`src/rtl/fir_mac_pkg.sv`:
```
package fir_mac_pkg;
  typedef enum logic [1:0] {
    ST_IDLE  = 2'd0,
    ST_ISSUE = 2'd1,
    ST_DRAIN = 2'd2,
    ST_OUT   = 2'd3
  } seq_state_e;
endpackage

```
`src/rtl/fir_tap_mem.sv`:
```
module fir_tap_mem #(
  parameter int WIDTH  = 16,
  parameter int ADDR_W = 4,
  localparam int DEPTH = 1 << ADDR_W
) (
  input  logic              clk_i,
  input  logic              rst_ni,
  input  logic              we_i,
  input  logic [ADDR_W-1:0] waddr_i,
  input  logic [WIDTH-1:0]  wdata_i,
  input  logic [ADDR_W-1:0] raddr_i,
  output logic [WIDTH-1:0]  rdata_o
);
  logic [WIDTH-1:0] mem_q [DEPTH];

  always_ff @(posedge clk_i or negedge rst_ni) begin
    if (!rst_ni) begin
      for (int i = 0; i < DEPTH; i++) mem_q[i] <= '0;
    end else if (we_i) begin
      mem_q[waddr_i] <= wdata_i;
    end
  end

  assign rdata_o = mem_q[raddr_i];
endmodule

```
`src/rtl/fir_mac_seq.sv`:
```
module fir_mac_seq
  import fir_mac_pkg::*;
#(
  parameter int ADDR_W  = 4,
  parameter int SHIFT_W = 5,
  localparam int DEPTH  = 1 << ADDR_W,
  localparam int CNT_W  = ADDR_W + 1
) (
  input  logic               clk_i,
  input  logic               rst_ni,
  input  logic               start_i,
  input  logic [CNT_W-1:0]   tap_count_i,
  input  logic               shift_left_i,
  input  logic [SHIFT_W-1:0] shift_amt_i,
  input  logic [ADDR_W-1:0]  newest_i,
  output logic [ADDR_W-1:0]  coef_addr_o,
  output logic [ADDR_W-1:0]  smp_addr_o,
  output logic               clr_o,
  output logic               issue_o,
  output logic               out_en_o,
  output logic               busy_o,
  output logic               left_o,
  output logic [SHIFT_W-1:0] amt_o
);
  seq_state_e         state_q;
  logic [CNT_W-1:0]   idx_q, cnt_q, eff_cnt;
  logic [ADDR_W-1:0]  base_q;
  logic               accept;

  assign eff_cnt = (tap_count_i > CNT_W'(DEPTH)) ? CNT_W'(DEPTH) : tap_count_i;
  assign accept  = (state_q == ST_IDLE) && start_i;

  always_ff @(posedge clk_i or negedge rst_ni) begin
    if (!rst_ni) begin
      state_q <= ST_IDLE;
      idx_q   <= '0;
      cnt_q   <= '0;
      base_q  <= '0;
      left_o  <= 1'b0;
      amt_o   <= '0;
    end else begin
      unique case (state_q)
        ST_IDLE: if (start_i) begin
          idx_q   <= '0;
          cnt_q   <= eff_cnt;
          base_q  <= newest_i;
          left_o  <= shift_left_i;
          amt_o   <= shift_amt_i;
          state_q <= (eff_cnt == '0) ? ST_DRAIN : ST_ISSUE;
        end
        ST_ISSUE: begin
          idx_q <= idx_q + 1'b1;
          if (idx_q == cnt_q - 1'b1) state_q <= ST_DRAIN;
        end
        ST_DRAIN: state_q <= ST_OUT;
        ST_OUT:   state_q <= ST_IDLE;
        default:  state_q <= ST_IDLE;
      endcase
    end
  end

  // tap k reads coef[k] and the sample k pushes before the newest one
  assign coef_addr_o = idx_q[ADDR_W-1:0];
  assign smp_addr_o  = base_q - idx_q[ADDR_W-1:0];
  assign clr_o       = accept;
  assign issue_o     = (state_q == ST_ISSUE);
  assign out_en_o    = (state_q == ST_OUT);
  assign busy_o      = (state_q != ST_IDLE);
endmodule

```
`src/rtl/fir_mac_unit.sv`:
```
module fir_mac_unit #(
  parameter int DATA_W = 16,
  parameter int ACC_W  = 32,
  localparam int PROD_W = 2 * DATA_W
) (
  input  logic                    clk_i,
  input  logic                    rst_ni,
  input  logic                    clr_i,
  input  logic                    issue_i,
  input  logic [DATA_W-1:0]       coef_i,
  input  logic [DATA_W-1:0]       smp_i,
  output logic signed [ACC_W-1:0] acc_o
);
  logic signed [DATA_W-1:0] op_a_q, op_b_q;
  logic                     vld_q;
  logic signed [PROD_W-1:0] prod;

  always_ff @(posedge clk_i or negedge rst_ni) begin
    if (!rst_ni) begin
      op_a_q <= '0;
      op_b_q <= '0;
      vld_q  <= 1'b0;
    end else begin
      vld_q <= issue_i;
      if (issue_i) begin
        op_a_q <= $signed(coef_i);
        op_b_q <= $signed(smp_i);
      end
    end
  end

  assign prod = op_a_q * op_b_q;

  always_ff @(posedge clk_i or negedge rst_ni) begin
    if (!rst_ni)      acc_o <= '0;
    else if (clr_i)   acc_o <= '0;
    else if (vld_q)   acc_o <= acc_o + ACC_W'(prod);
  end
endmodule

```
`src/rtl/fir_scale_unit.sv`:
```
module fir_scale_unit #(
  parameter int DATA_W  = 16,
  parameter int ACC_W   = 32,
  parameter int SHIFT_W = 5,
  localparam int EXT_W  = ACC_W + (1 << SHIFT_W)
) (
  input  logic                    clk_i,
  input  logic                    rst_ni,
  input  logic                    out_en_i,
  input  logic                    left_i,
  input  logic [SHIFT_W-1:0]      amt_i,
  input  logic signed [ACC_W-1:0] acc_i,
  output logic [DATA_W-1:0]       result_o,
  output logic                    done_o
);
  localparam logic signed [EXT_W-1:0] SAT_HI =
    {{(EXT_W-DATA_W+1){1'b0}}, {(DATA_W-1){1'b1}}};
  localparam logic signed [EXT_W-1:0] SAT_LO =
    {{(EXT_W-DATA_W+1){1'b1}}, {(DATA_W-1){1'b0}}};

  logic signed [EXT_W-1:0] ext, shifted;
  logic [DATA_W-1:0]       clamped;

  // widened first so a left shift cannot drop significant bits before the clamp
  assign ext     = EXT_W'(acc_i);
  assign shifted = left_i ? (ext <<< amt_i) : (ext >>> amt_i);

  always_comb begin
    if (shifted > SAT_HI)      clamped = SAT_HI[DATA_W-1:0];
    else if (shifted < SAT_LO) clamped = SAT_LO[DATA_W-1:0];
    else                       clamped = shifted[DATA_W-1:0];
  end

  always_ff @(posedge clk_i or negedge rst_ni) begin
    if (!rst_ni) begin
      result_o <= '0;
      done_o   <= 1'b0;
    end else begin
      done_o <= out_en_i;
      if (out_en_i) result_o <= clamped;
    end
  end
endmodule

```
`src/rtl/fir_mac_core.sv`:
```
module fir_mac_core #(
  parameter int DATA_W  = 16,
  parameter int ACC_W   = 32,
  parameter int ADDR_W  = 4,
  parameter int SHIFT_W = 5,
  localparam int CNT_W  = ADDR_W + 1
) (
  input  logic               clk_i,
  input  logic               rst_ni,
  input  logic               start_i,
  input  logic [CNT_W-1:0]   tap_count_i,
  input  logic               shift_left_i,
  input  logic [SHIFT_W-1:0] shift_amt_i,
  input  logic               coef_we_i,
  input  logic [ADDR_W-1:0]  coef_addr_i,
  input  logic [DATA_W-1:0]  coef_data_i,
  input  logic               sample_we_i,
  input  logic [DATA_W-1:0]  sample_i,
  output logic               busy_o,
  output logic               done_o,
  output logic [DATA_W-1:0]  result_o
);
  logic [ADDR_W-1:0]       wr_ptr_q, newest;
  logic [ADDR_W-1:0]       coef_raddr, smp_raddr;
  logic [DATA_W-1:0]       coef_rd, smp_rd;
  logic                    clr, issue, out_en, left;
  logic [SHIFT_W-1:0]      amt;
  logic signed [ACC_W-1:0] acc;

  always_ff @(posedge clk_i or negedge rst_ni) begin
    if (!rst_ni)          wr_ptr_q <= '0;
    else if (sample_we_i) wr_ptr_q <= wr_ptr_q + 1'b1;
  end
  assign newest = wr_ptr_q - 1'b1;

  fir_tap_mem #(.WIDTH(DATA_W), .ADDR_W(ADDR_W)) u_coef_mem (
    .clk_i, .rst_ni,
    .we_i(coef_we_i), .waddr_i(coef_addr_i), .wdata_i(coef_data_i),
    .raddr_i(coef_raddr), .rdata_o(coef_rd)
  );

  fir_tap_mem #(.WIDTH(DATA_W), .ADDR_W(ADDR_W)) u_smp_mem (
    .clk_i, .rst_ni,
    .we_i(sample_we_i), .waddr_i(wr_ptr_q), .wdata_i(sample_i),
    .raddr_i(smp_raddr), .rdata_o(smp_rd)
  );

  fir_mac_seq #(.ADDR_W(ADDR_W), .SHIFT_W(SHIFT_W)) u_seq (
    .clk_i, .rst_ni, .start_i, .tap_count_i, .shift_left_i, .shift_amt_i,
    .newest_i(newest), .coef_addr_o(coef_raddr), .smp_addr_o(smp_raddr),
    .clr_o(clr), .issue_o(issue), .out_en_o(out_en), .busy_o(busy_o),
    .left_o(left), .amt_o(amt)
  );

  fir_mac_unit #(.DATA_W(DATA_W), .ACC_W(ACC_W)) u_mac (
    .clk_i, .rst_ni, .clr_i(clr), .issue_i(issue),
    .coef_i(coef_rd), .smp_i(smp_rd), .acc_o(acc)
  );

  fir_scale_unit #(.DATA_W(DATA_W), .ACC_W(ACC_W), .SHIFT_W(SHIFT_W)) u_scale (
    .clk_i, .rst_ni, .out_en_i(out_en), .left_i(left), .amt_i(amt),
    .acc_i(acc), .result_o(result_o), .done_o(done_o)
  );
endmodule

```
`config.mk`:
```
export PLATFORM = sky130hd
export DESIGN_NAME = fir_mac_core
export DESIGN_NICKNAME = d
export VERILOG_FILES = /design/src/rtl/fir_mac_pkg.sv /design/src/rtl/fir_tap_mem.sv /design/src/rtl/fir_mac_seq.sv /design/src/rtl/fir_mac_unit.sv /design/src/rtl/fir_scale_unit.sv /design/src/rtl/fir_mac_core.sv
export SDC_FILE = /design/constraint.sdc
export NUM_CORES = 2
export LEC_CHECK = 0
export BUFFER_PORTS_ARGS = -buffer_cell sky130_fd_sc_hd__buf_2
export CORE_UTILIZATION = 40
export DETAILED_ROUTE_END_ITERATION = 10
export PLACE_DENSITY = 0.51
export SYNTH_ARGS = -nofsm -noshare
export SYNTH_HDL_FRONTEND = slang
export SYNTH_SLANG_ARGS = --single-unit
```
`constraint.sdc`:
```
create_clock -name clk_i -period 16.2 [get_ports clk_i]
set_input_delay 1.62 -clock clk_i [delete_from_list [all_inputs] [get_ports clk_i]]
set_output_delay 1.62 -clock clk_i [all_outputs]
set_load 0.01 [all_outputs]
```
# Yosys cells after proc, flatten, opt, wreduce, memory -nomap -nowiden
# Cells that the tools add are included.
totals:
  ff_bits: 620
  inputBits: 52
  out_inout_bits: 18
  word_cells: 108
op_classes:
  n_addsub: 6
  n_mul: 1
  order_cmp: 9
  n_eq_ne: 6
  shift: 2
  muxes: 24
  bitwise_logic: 4
  n_reduce_logical: 11
op_table:
  columns: ["operator", "count"]
  rows:
  - ["bitwise mux 256 bit", 2]
  - ["binary-select mux 16 bit (select 4 bit)", 2]
  - ["demux 16 bit (select 4 bit)", 2]
  - ["2-to-1 mux 16 bit", 8]
  - ["> comparator 64 x 16 -> 1 bit, second input constant", 1]
  - ["less-than comparator 64 x 16 -> 1 bit, second input constant", 1]
  - ["2-to-1 mux 32 bit", 2]
  - ["2-to-1 mux 64 bit", 1]
  - ["<<< shifter 32 x 5 -> 64 bit", 1]
  - [">>> shifter 32 x 5 -> 64 bit", 1]
  - ["adder 32 bit", 1]
  - ["multiplier 16 x 16 -> 32 bit", 1]
  - ["greater-or-equal comparator 5 bit, second input constant", 4]
  - ["NOT 4 -> 5 bit", 4]
  - ["less-than comparator 5 x 1 -> 1 bit, second input constant", 2]
  - ["2-to-1 mux 5 bit", 2]
  - ["one-hot mux 5 bit (2 select lines)", 1]
  - ["one-hot mux 2 bit (4 select lines)", 1]
  - ["2-to-1 mux 2 bit", 3]
  - ["AND reduction 2 bit", 3]
  - ["nonzero test 2 bit", 3]
  - ["adder 5 x 1 -> 5 bit, second input constant", 1]
  - ["== test 5 bit", 1]
  - ["> comparator 5 bit, second input constant", 1]
  - ["other kinds (10)", 14]

# Depth between registers and ports, before layout
depth:
  depth_word: 6
  mapped_depth: 25
  mapped_depth_nobuf: 24

# By module
# A second synthesis with hierarchy kept.
unflattened:
  cells_unflattened: 3661
  hier_area_um2: 43884.6
by_module_without_submodules:
  columns: ["mod", "instances", "cells_each", "area_per_inst_um2", "seq_area_each_um2"]
  rows:
  - ["fir_tap_mem", 2, 712, 11607.4, 6406.1]
  - ["fir_mac_unit", 1, 1384, 13417.9, 1626.6]
  - ["fir_scale_unit", 1, 712, 5776.8, 425.4]
  - ["fir_mac_seq", 1, 122, 1266.2, 550.5]
  - ["fir_mac_core", 1, 19, 209.0, 100.1]

# Least setup slack after synthesis
# No wires, ideal clock.
synth_timing:
  path_type: "reg2reg"
  startpoint: "register u_mac.op_b_q[1]"
  endpoint: "register u_mac.acc_o[31]"
  setup_time_ns: 0.094
  arrival_time_ns: 6.363
  required_time_ns: 16.106
  setup_slack_ns: 9.743
  path_stages_with_launch: 25
  n_path_buf: 1
  synth_period_minus_slack_ns: 6.457
  path_cell_list: "dfrtp_1 -> clkbuf_1 -> nand2_1 -> inv_1 -> fa_1 -> inv_1 -> fa_1 -> inv_1 -> fa_1 -> fa_1 -> fa_1 -> inv_1 -> fa_1 -> inv_1 -> ha_1 -> a21oi_1 -> nor2b_1 -> o21ai_0 -> nand2_1 -> nor4_1 -> nor2_1 -> o41ai_1 -> o2111ai_1 -> mux2i_1 -> a211oi_1"
synth_via:
  elab_chain_cells: 4
synth_lines:
  columns: ["element", "line", "source"]
  rows:
  - ["start: declaration", "fir_mac_unit.sv:14", "logic signed [DATA_W-1:0] op_a_q, op_b_q;"]
  - ["start signal: assignment", "fir_mac_unit.sv:27", "op_b_q <= $signed(smp_i);"]
  - ["multiplier 16 x 16 -> 32 bit", "fir_mac_unit.sv:32", "assign prod = op_a_q * op_b_q;"]
  - ["adder 32 bit", "fir_mac_unit.sv:37", "else if (vld_q) acc_o <= acc_o + ACC_W'(prod);"]
  - ["2-to-1 mux 32 bit", "fir_mac_unit.sv:37", null]
  - ["2-to-1 mux 32 bit", "fir_mac_unit.sv:36", "else if (clr_i) acc_o <= '0;"]
  - ["end signal: assignment", "fir_mac_unit.sv:37", null]
  - ["end: declaration", "fir_mac_unit.sv:12", "output logic signed [ACC_W-1:0] acc_o"]
# No other way between the ends. The select of a mux whose other input is x is not followed.
# A chain may end at the register's enable or synchronous reset.

# Worst setup path after layout
layout_timing:
  startpoint: "register u_mac.op_a_q[15]"
  endpoint: "register u_mac.acc_o[31]"
layout_via:
  elab_chain_cells: 4
layout_lines:
  columns: ["element", "line", "source"]
  rows:
  - ["start: declaration", "fir_mac_unit.sv:14", null]
  - ["start signal: assignment", "fir_mac_unit.sv:26", "op_a_q <= $signed(coef_i);"]
  - ["multiplier 16 x 16 -> 32 bit", "fir_mac_unit.sv:32", null]
  - ["adder 32 bit", "fir_mac_unit.sv:37", null]
  - ["2-to-1 mux 32 bit", "fir_mac_unit.sv:37", null]
  - ["2-to-1 mux 32 bit", "fir_mac_unit.sv:36", null]
# No other way between the ends. The select of a mux whose other input is x is not followed.

==> results.sh <==
export IMPL_ys_flop_type="dfrtp_1"
export IMPL_core_um2=109000
export IMPL_multi_input_area_um2=26100
export IMPL_grt_max_degree=159
export IMPL_worstSetupPathType="flop to flop"
export IMPL_status="finished clean"
export IMPL_cts_setup_buffers=0
export IMPL_fin_crit_ps=7150
export IMPL_gp_congestion=0.942
export IMPL_crit_path_start_kind="flop"
export IMPL_grt_overflow=0
export IMPL_ant_nets=0
export IMPL_synth_cells=3719
export IMPL_post_dp_hpwl_mm=80.4
export IMPL_cts_root_buf="clkbuf_16"
export IMPL_fillCellCount=10300
export IMPL_numCtsBuffers=75
export IMPL_clock_skew_ps=58.1
export IMPL_hold_viol_final=0
export IMPL_drt_iter0_markers=1936
export IMPL_critPathMaxFanout=17
export IMPL_yosysSeqAreaShare_pct=35.2
export IMPL_drc=0
export IMPL_area_delta_synth_final_pct=9.43
export IMPL_placed_cell_area_um2=45700
export IMPL_synth_common_cells="dfrtp_1, mux2_2, inv_1"
export IMPL_drive_above_1_share_pct=29.2
export IMPL_cts_buffer_depth=3
export IMPL_drt_wirelength_per_cell_um=23.3
export IMPL_required_ps=16700
export IMPL_synthDistinctLibCells=80
export IMPL_cts_hold_fix_buffers=0
export IMPL_min_path_type="flop to flop"
export IMPL_fin_nets=4121
export IMPL_drtPass1Iterations=5
export IMPL_cts_sinks=620
export IMPL_slowest_stage="dfrtp_1"
export IMPL_fin_crit_sh_pct=44.1
export IMPL_ios=70
export IMPL_slew_viol_final=0
export IMPL_cp_arrival_ps=7650
export IMPL_critical_path_buf_inv_count=5
export IMPL_grt_setup_unrepaired="false"
export IMPL_critPathTopFamily="adder cells"
export IMPL_path_clk_slew_ps=70
export IMPL_grt_use_total_pct=22.2
export IMPL_async_flop_share_pct=100
export IMPL_use_met2_pct=37.2
export IMPL_start_util_pct=40.4
export IMPL_crit_chain="nand2_1 > inv_1 > fa_1 > inv_1 > fa_1 > inv_1 > fa_1 > fa_1 > fa_1 > inv_1 > fa_1 > inv_1 > ha_1 > a21oi_1 > nor2b_1 > o21ai_0 > nand2_1 > nor4_1 > nor2_1 > o41ai_1 > o2111ai_1 > mux2i_1 > a211oi_1"
export IMPL_fmax_ghz=0.140
export IMPL_grt_pass1_wl_mm=191
export IMPL_synth_area_um2=44000
export IMPL_worst_path_largest_cell_delay_ps=690
export IMPL_synth_top_area_share_pct=35.2
export IMPL_cts_htree_levels=3
export IMPL_worst_skew_pair_late_latency_ps=640
export IMPL_use_met3_pct=2.63
export IMPL_maxCapViolCount=0
export IMPL_slew_headroom_pct=26.8
export IMPL_synthTopCellsByArea="dfrtp_1, mux2_2, fa_1"
export IMPL_synth_edf_count=0
export IMPL_syn_num_nets=4177
export IMPL_rows=121
export IMPL_cts_tree="done"
export IMPL_setup_tns_ps=0
export IMPL_cpMostUsedCell="fa_1"
export IMPL_chipHeight_um=334
export IMPL_fin_area_um2=48200
export IMPL_viasPerCell=5.60
export IMPL_ys_seq_elements=620
export IMPL_fp_dieArea_um2=111000
export IMPL_fp_dieW_um=334
export IMPL_setup_worst_path_end_class="flop"
export IMPL_busiest_layer="met2"
export IMPL_grtUsageMet1_pct=30.8
export IMPL_ff_latch_area_um2=15500
export IMPL_via_count=28800
export IMPL_setup_viol=0
export IMPL_antenna_found_initial=5
export IMPL_yosys_area_top_type="dfrtp_1"
export IMPL_worst_pin_slew_ps=1090
export IMPL_port_buffers=69
export IMPL_finalWirelength_mm=120
export IMPL_yosys_cell_count_top_type="dfrtp_1"
export IMPL_yosysWarningCount=0
export IMPL_grt_pass1_vias=30400
export IMPL_ctsResizeCount=0
export IMPL_postSynthAreaPerCell_um2=11.8
==> kinds of logic (layout without fill, tap and decap cells) <==
kind of cell | count (synthesis) | after routing | synth area share, %
AO/OA/AOI/OAI | 361 | 361 | 5.55
XOR/XNOR | 55 | 55 | 1.09
adder cells (fa/ha/maj) | 406 | 406 | 16.5
buffers and inverters | 636 | 637 | 5.70
flip-flops | 620 | 620 | 35.2
multiplexers | 880 | 880 | 27.6
other | 0 | 1 | 0
AND/OR/NAND/NOR | 761 | 761 | 8.26
==> worst paths after layout <==
check / from / to / slack [ps] / depth (start not counted)
min in group asynchronous: rst_ni / u_coef_mem.mem_q[212]$_DFFE_PN0P_ / 1080 / 1
max: u_mac.op_a_q[15]$_DFFE_PN0P_ / u_mac.acc_o[31]$_DFFE_PN0P_ / 9050 / 23
max reg2reg: u_mac.op_a_q[15]$_DFFE_PN0P_ / u_mac.acc_o[31]$_DFFE_PN0P_ / 9050 / 23
min reg2reg: u_seq.base_q[2]$_DFFE_PN0P_ / u_seq.base_q[2]$_DFFE_PN0P_ / 500 / 2
max in group asynchronous: rst_ni / u_smp_mem.mem_q[95]$_DFFE_PN0P_ / 12970 / 3
min: u_seq.base_q[2]$_DFFE_PN0P_ / u_seq.base_q[2]$_DFFE_PN0P_ / 500 / 2
==> layer usage <==
layer / part of all wire (%) / routed length, um
met1: 45 / 53700
met2: 49 / 58500
met3: 4.0 / 4740
met4: 2.3 / 2760
met5: 0.023 / 27
==> layout by cell type, fill, tap and decap left out, drive strengths merged, types with 113 or more instances in the layout <==
| cell type | n |
|---|---|
| dfrtp | 620 |
| inv | 366 |
| buf | 139 |
| and2 | 150 |
| nand2 | 281 |
| mux2 | 577 |
| fa | 293 |
| ha | 113 |
| mux4 | 210 |
| nor2 | 154 |
==> registers in the layout, summed over array words and instances (netlist names), 5 cells and up <==
register and flops:
u_coef_mem.mem_q 256, u_smp_mem.mem_q 256, u_mac.acc_o 32, u_mac.op_a_q 16, u_mac.op_b_q 16, u_scale.result_o 16, u_seq.amt_o 5, u_seq.cnt_q 5
u_seq.idx_q 5
==> worst reg2reg max path: cells and delay by family (launching register included) <==
family / cells / cell delay (ps)
adder cells (fa/ha/maj): 7 / 3320
AO/OA/AOI/OAI: 5 / 1180
AND/OR/NAND/NOR: 5 / 840
buffers and inverters: 5 / 830
flip-flops: 1 / 690
multiplexers: 1 / 150
==> layout make-up <==
| class | count | share of cell area (%) |
|---|---|---|
| multi-input cells | 2463 | 54.2 |
| clock buffers | 111 | 4.49 |
| inverters | 364 | 2.84 |
| repair buffers | 139 | 1.91 |
| well taps | 1414 | 3.67 |
| flip-flops and latches | 620 | 32.3 |
| clock inverters | 23 | 0.647 |
| diodes | 1 | 0.00519 |
==> through the flow <==
step	worst slack [ps]	utilization, %	hold slack, ps	std cells
2_1_floorplan	9740	-	450	3719
3_3_place_gp	9190	41.9	469	5000
3_5_place_dp	9030	41.9	487	5000
4_1_cts	8950	44.2	500	5134
5_1_grt	8420	44.2	506	5134
6_report	9050	44.2	497	5135
Power is left out: the tool's default activity adds up to more than one toggle a clock period on the data nets, which glitch-free logic cannot reach.
